### src/rtl/iso_dma_pkg.sv
package iso_dma_pkg;

    typedef enum logic {
        BUF_X = 1'b0,
        BUF_Y = 1'b1
    } buf_sel_e;

    function automatic buf_sel_e other_buf(input buf_sel_e b);
        return (b == BUF_X) ? BUF_Y : BUF_X;
    endfunction

endpackage

### src/rtl/iso_dma_fit.sv
module iso_dma_fit #(
    parameter int SIZE_W = 8,
    parameter int CNT_W  = 7,
    parameter int NB_W   = 3
) (
    input  logic [SIZE_W:0]   off,
    input  logic [SIZE_W-1:0] size,
    input  logic [NB_W-1:0]   nbytes,
    input  logic [CNT_W-1:0]  cnt,
    output logic              fits
);
    logic [SIZE_W:0] end_off;

    always_comb begin
        end_off = off + (SIZE_W+1)'(nbytes);
        fits    = (end_off <= {1'b0, size}) && (cnt != {CNT_W{1'b1}});
    end
endmodule

### src/rtl/iso_dma_ser.sv
module iso_dma_ser #(
    parameter int ADDR_W = 8,
    parameter int DATA_W = 32,
    parameter int NB_W   = 3
) (
    input  logic              clk,
    input  logic              rst_n,
    input  logic              load,
    input  logic [ADDR_W-1:0] ld_addr,
    input  logic [DATA_W-1:0] ld_data,
    input  logic [NB_W-1:0]   ld_nbytes,
    output logic              we,
    output logic [ADDR_W-1:0] addr,
    output logic [7:0]        wdata
);
    typedef struct packed {
        logic              we;
        logic [ADDR_W-1:0] addr;
        logic [7:0]        wdata;
        logic [DATA_W-1:0] shreg;
        logic [NB_W-1:0]   left;
    } ser_t;

    ser_t s_d, s_q;

    always_comb begin
        s_d    = s_q;
        s_d.we = 1'b0;
        if (load) begin
            s_d.we    = 1'b1;
            s_d.addr  = ld_addr;
            s_d.wdata = ld_data[7:0];
            s_d.shreg = ld_data >> 8;
            s_d.left  = ld_nbytes - NB_W'(1);
        end else if (s_q.left != '0) begin
            s_d.we    = 1'b1;
            s_d.addr  = s_q.addr + ADDR_W'(1);
            s_d.wdata = s_q.shreg[7:0];
            s_d.shreg = s_q.shreg >> 8;
            s_d.left  = s_q.left - NB_W'(1);
        end
    end

    always_ff @(posedge clk or negedge rst_n) begin
        if (!rst_n) s_q <= '0;
        else        s_q <= s_d;
    end

    assign we    = s_q.we;
    assign addr  = s_q.addr;
    assign wdata = s_q.wdata;
endmodule

### src/rtl/iso_capture_dma.sv
module iso_capture_dma
    import iso_dma_pkg::*;
#(
    parameter int ADDR_W = 8,
    parameter int SIZE_W = 8,
    parameter int DATA_W = 32,
    parameter int CNT_W  = 7,
    localparam int BPS_W = $clog2(DATA_W / 8)
) (
    input  logic              clk,
    input  logic              rst_n,
    input  logic              cfg_enable,
    input  logic              cfg_iso,
    input  logic [BPS_W-1:0]  cfg_bps,
    input  logic [ADDR_W-1:0] cfg_x_base,
    input  logic [ADDR_W-1:0] cfg_y_base,
    input  logic [SIZE_W-1:0] cfg_x_size,
    input  logic [SIZE_W-1:0] cfg_y_size,
    input  logic              sof,
    input  logic              smp_valid,
    input  logic [DATA_W-1:0] smp_data,
    output logic              mem_we,
    output logic [ADDR_W-1:0] mem_addr,
    output logic [7:0]        mem_wdata,
    output logic              cnt_we,
    output logic              cnt_sel,
    output logic [CNT_W:0]    cnt_byte,
    output logic              ovf_set
);
    localparam int NB_W = BPS_W + 1;

    typedef struct packed {
        logic             run;
        buf_sel_e         sel;
        logic [SIZE_W:0]  off;
        logic [CNT_W-1:0] cnt;
        logic             cnt_we;
        buf_sel_e         cnt_sel;
        logic [CNT_W:0]   cnt_byte;
        logic             ovf;
    } frm_t;

    frm_t f_d, f_q;

    logic              active;
    logic [NB_W-1:0]   nbytes;
    logic [ADDR_W-1:0] act_base;
    logic [SIZE_W-1:0] act_size;
    logic              fits;
    logic              ld;
    logic [ADDR_W-1:0] ld_addr;

    assign active   = cfg_enable && cfg_iso;
    assign nbytes   = NB_W'(cfg_bps) + NB_W'(1);
    assign act_base = (f_q.sel == BUF_Y) ? cfg_y_base : cfg_x_base;
    assign act_size = (f_q.sel == BUF_Y) ? cfg_y_size : cfg_x_size;

    iso_dma_fit #(
        .SIZE_W (SIZE_W),
        .CNT_W  (CNT_W),
        .NB_W   (NB_W)
    ) u_fit (
        .off    (f_q.off),
        .size   (act_size),
        .nbytes (nbytes),
        .cnt    (f_q.cnt),
        .fits   (fits)
    );

    always_comb begin
        f_d        = f_q;
        f_d.cnt_we = 1'b0;
        f_d.ovf    = 1'b0;
        ld         = 1'b0;
        ld_addr    = act_base + ADDR_W'(f_q.off);
        if (!active) begin
            f_d.run = 1'b0;
            f_d.sel = BUF_X;
            f_d.off = '0;
            f_d.cnt = '0;
        end else if (sof) begin
            if (f_q.run) begin
                f_d.cnt_we   = 1'b1;
                f_d.cnt_sel  = f_q.sel;
                f_d.cnt_byte = {1'b0, f_q.cnt};
                f_d.sel      = other_buf(f_q.sel);
            end
            f_d.run = 1'b1;
            f_d.off = '0;
            f_d.cnt = '0;
        end else if (smp_valid && f_q.run) begin
            if (fits) begin
                ld      = 1'b1;
                f_d.off = f_q.off + (SIZE_W+1)'(nbytes);
                f_d.cnt = f_q.cnt + CNT_W'(1);
            end else begin
                f_d.ovf = 1'b1;
            end
        end
    end

    always_ff @(posedge clk or negedge rst_n) begin
        if (!rst_n) f_q <= '0;
        else        f_q <= f_d;
    end

    iso_dma_ser #(
        .ADDR_W (ADDR_W),
        .DATA_W (DATA_W),
        .NB_W   (NB_W)
    ) u_ser (
        .clk       (clk),
        .rst_n     (rst_n),
        .load      (ld),
        .ld_addr   (ld_addr),
        .ld_data   (smp_data),
        .ld_nbytes (nbytes),
        .we        (mem_we),
        .addr      (mem_addr),
        .wdata     (mem_wdata)
    );

    assign cnt_we   = f_q.cnt_we;
    assign cnt_sel  = f_q.cnt_sel;
    assign cnt_byte = f_q.cnt_byte;
    assign ovf_set  = f_q.ovf;
endmodule

### config.mk
export PLATFORM = sky130hd
export DESIGN_NAME = iso_capture_dma
export DESIGN_NICKNAME = d
export VERILOG_FILES = /design/src/rtl/iso_dma_pkg.sv /design/src/rtl/iso_dma_fit.sv /design/src/rtl/iso_dma_ser.sv /design/src/rtl/iso_capture_dma.sv
export SDC_FILE = /design/constraint.sdc
export NUM_CORES = 1
export LEC_CHECK = 0
export BUFFER_PORTS_ARGS = -buffer_cell sky130_fd_sc_hd__buf_2
export CORE_ASPECT_RATIO = 0.6
export CORE_MARGIN = 1
export CORE_UTILIZATION = 32
export DETAILED_ROUTE_END_ITERATION = 16
export PLACE_DENSITY_LB_ADDON = 0.12
export REMOVE_ABC_BUFFERS = 1
export SYNTH_ARGS = -nofsm -noshare
export SYNTH_HDL_FRONTEND = slang
export SYNTH_HIERARCHICAL = 1
export SYNTH_SLANG_ARGS = --single-unit
### constraint.sdc
create_clock -name clk -period 9.7 [get_ports clk]
set_input_delay 0.485 -clock clk [delete_from_list [all_inputs] [get_ports clk]]
set_output_delay 0.485 -clock clk [all_outputs]
set_load 0.01 [all_outputs]
==> impl_metrics.csv <==
group,metric,value,unit
timing,whs,0.2884,ns
route,wl_per_cell,13.91,um
timing,finClkSkew,0.009732,ns
setup_path,rr_startpoint,"f_q[19]",
final_layout,syn_to_final_growth,16.78,%
clocking,holdBufCountCts,0,
floorplan,rows,32,
yosys,syn_inst,472,
floorplan,core_area,13130,um^2
placement,hpwl,7283,um
power,ir_drop,0.07528,mV
clocking,clk_path_buf_depth,2,
yosys,synth_top_area_share,40.96,%
yosys,seq_area_frac_synth,40.96,%
setup_path,worstPathArrival,5.37,ns
clocking,cts_resized,0,
setup_path,slowest_delay,0.58,ns
route,drc_errors,0,
setup_path,cp_top_family,"compound AO/OA/AOI/OAI gates",
route,dr_total_vias,3421,
yosys,ys_async_sr_fraction,100.0,%
power,combPwrFrac,22.5,%
final_layout,fin_cells,716,
timing,rsz0062_at_grt,"no",
clocking,cts_setup_buffers,0,
floorplan,die_area,14240,um^2
power,total_power,0.9186,mW
final_layout,antennaDiodeCount,0,
timing,fin_tns_setup,0,ns
setup_path,critPathKind,"primary input to register",
global_routing,grt_overflow_total,0,
global_routing,first_global_vias,3413,
route,drt_first_pass_iters,5,
timing,drv_slew,0,
power,p_leak,2.587,nW
power,p_int,0.6272,mW
placement,gp_congestion,0.7802,
setup_path,critical_path_buf_inv_count,4,
setup_path,endpoint_kind,"register",
route,drtAntennaViolNets,0,
final_layout,final_layout_size_suffix_gt1_share,25.27,%
yosys,synthTopCellsByCount,"nand2_1, dfrtp_1, buf_4, mux2i_1",
placement,io_buffers,98,
route,viasPerCell,4.778,
setup_path,critPathLaunchType,"primary input",
global_routing,gr-usage-all-layers,14.89,%
power,seqPwrFrac,43.8,%
timing,period_share,53.25,%
global_routing,antenna_found_initial,0,
yosys,synth-edff-count,0,
setup_path,crit_slowest_cell,"buf_4",
power,pwr_density_cell,178.8,nW/um^2
setup_path,rrSetupSlack,4.64,ns
clocking,clock_latency,0.33,ns
timing,min_period,5.166,ns
placement,dp.cells,700,
clocking,cts_tree,"built",
final_layout,finalNetCount,641,
setup_path,critical_path_required,9.90,ns
timing,fmax,193.6,MHz
floorplan,num_io_pins,100,
yosys,synth_warnings,6,
yosys,synthFlopType,"dfrtp_1",
clocking,clock-sinks,72,
timing,hold_viol,0,
placement,dp_slack,4.177,ns
route,drt_iter0_markers,143,
route,drt_wl_total,9963,um
floorplan,die_x,153.4,um
timing,setup_slack,4.534,ns
yosys,avgSynthCellArea,9.320,um^2
clocking,numCtsBuffers,9,
setup_path,critical_path_cell_count,19,
yosys,synth.area.top_cells,"dfrtp_1, nand2_1, ha_1, mux2i_1, buf_4",
yosys,ys_seq_elements,72,
yosys,synthDistinctLibCells,42,
floorplan,start_util,33.50,%
setup_path,startpoint,"cfg_bps[0]",
timing,setup_viol,0,
setup_path,reg2reg_depth,17,
global_routing,grt_pass1_wl,16790,um
final_layout,fillers,1375,
timing,tightest_slew,0.9667,ns
timing,slew-limit-headroom,35.55,%
setup_path,r2r-end,"u_ser/addr[4]",
yosys,synth.most_common_cell,"nand2_1",
power,pwr-share-clk,33.6,%
floorplan,die_h,92.82,um
clocking,ctsHtreeMaxLevel,3,
power,p_sw_share,31.72,%
setup_path,crit_fanout,80,
power,power.switching,0.2914,mW
yosys,yosysTopAreaCell,"dfrtp_1",
clocking,cts_root_buf,"clkbuf_16",
status,status,"completed",
global_routing,grt_max_degree,81,
job,cap_violations,0,
yosys,syn_area,4399,um^2
clocking,clkSlewWorstSetupHoldPaths,0.06,ns
min_path,hp-class,"primary input to asynchronous set/reset pin",
setup_path,crit_chain,"buf_2 -> ha_1 -> inv_1 -> fa_1 -> nor2b_1 -> or2_2 -> nand4_1 -> xnor2_1 -> ha_1 -> a211o_1 -> a211oi_2 -> o221ai_2 -> a211oi_2 -> nand3_1 -> nor2_4 -> buf_4 -> clkinv_1 -> o211ai_1 -> nand3_1",
## registers in the layout, indices dropped and copies added, names as in the netlist
| name | flops |
|---|---|
| u_ser/s_q | 27 |
| f_q | 18 |
| u_ser/addr | 8 |
| u_ser/wdata | 8 |
| cnt_byte | 7 |
| cnt_sel | 1 |
| cnt_we | 1 |
| ovf_set | 1 |
| u_ser/we | 1 |
## area by class of cell
class                           instances  area [um^2]  area share [%]
Tap cell                              170        212.7           4.140
Timing Repair Buffer                  101        515.5           10.03
Inverter                               18        67.56           1.315
Clock buffer                            9        225.2           4.384
Clock inverter                          7        53.80           1.047
Sequential cell                        72         1802           35.07
Multi-Input combinational cell        339         2261           44.01
## layer usage
metal	track usage (%)	wire, um	vias up	part of all wire [%]
li1	-	-	1753	-
met1	22.47	5510	1578	55
met2	20.62	3890	82	39
met3	4.024	501	8	5.0
met4	3.500	61	0	0.61
met5	0	0	-	0
## layout by cell type (no fill, tap or decap), types with 4 or more instances in the layout
cell	count
inv_1	16
ha_1	25
o211ai_1	5
a21oi_1	16
mux2i_1	27
nand2_1	93
clkbuf_16	9
buf_4	4
xnor2_1	16
xor2_1	9
dfrtp_1	72
o21ai_0	19
nor3b_1	4
or4_1	5
or3_1	7
buf_2	97
nand4_1	7
mux2_2	15
o31ai_1	4
nand3_1	9
nor2_1	19
o21ai_1	25
## through the flow
stage	cell area (um^2)	utilization (%)
after detailed placement	4858	37.00
after floorplan	4123	-
final	5137	39.12
after global placement	4858	37.00
after global routing	5137	39.12
after CTS	5137	39.12
## power groups by stage
stage	clock, mW	combinational [mW]	sequential [mW]
final	0.309	0.207	0.403
after global routing	0.330	0.233	0.413
after CTS	0.320	0.211	0.404
after detailed placement	0	0.210	0.409
after global placement	0	0.206	0.406
after floorplan	0	0.122	0.408
## worst max-delay path by stage
stage,endpoint,slack [ns]
after floorplan,u_ser/addr[3],2.72
after global placement,u_ser/addr[4],4.41
after detailed placement,u_ser/addr[4],4.18
after CTS,u_ser/addr[4],4.52
after global routing,u_ser/addr[3],4.05
final,u_ser/addr[4],4.53
## cells by family after synthesis
family                   count (synthesis)  share of synthesized area, %
XOR/XNOR                                25                         4.977
AO/OA/AOI/OAI                           85                         11.46
adder cells (fa/ha/maj)                 28                         8.476
flip-flops                              72                         40.96
other                                    1                       0.08524
buffers and inverters                   61                         7.822
AND/OR/NAND/NOR                        158                         16.24
multiplexers                            42                         9.983
No activity file was read; power rests on OpenSTA's default activity.
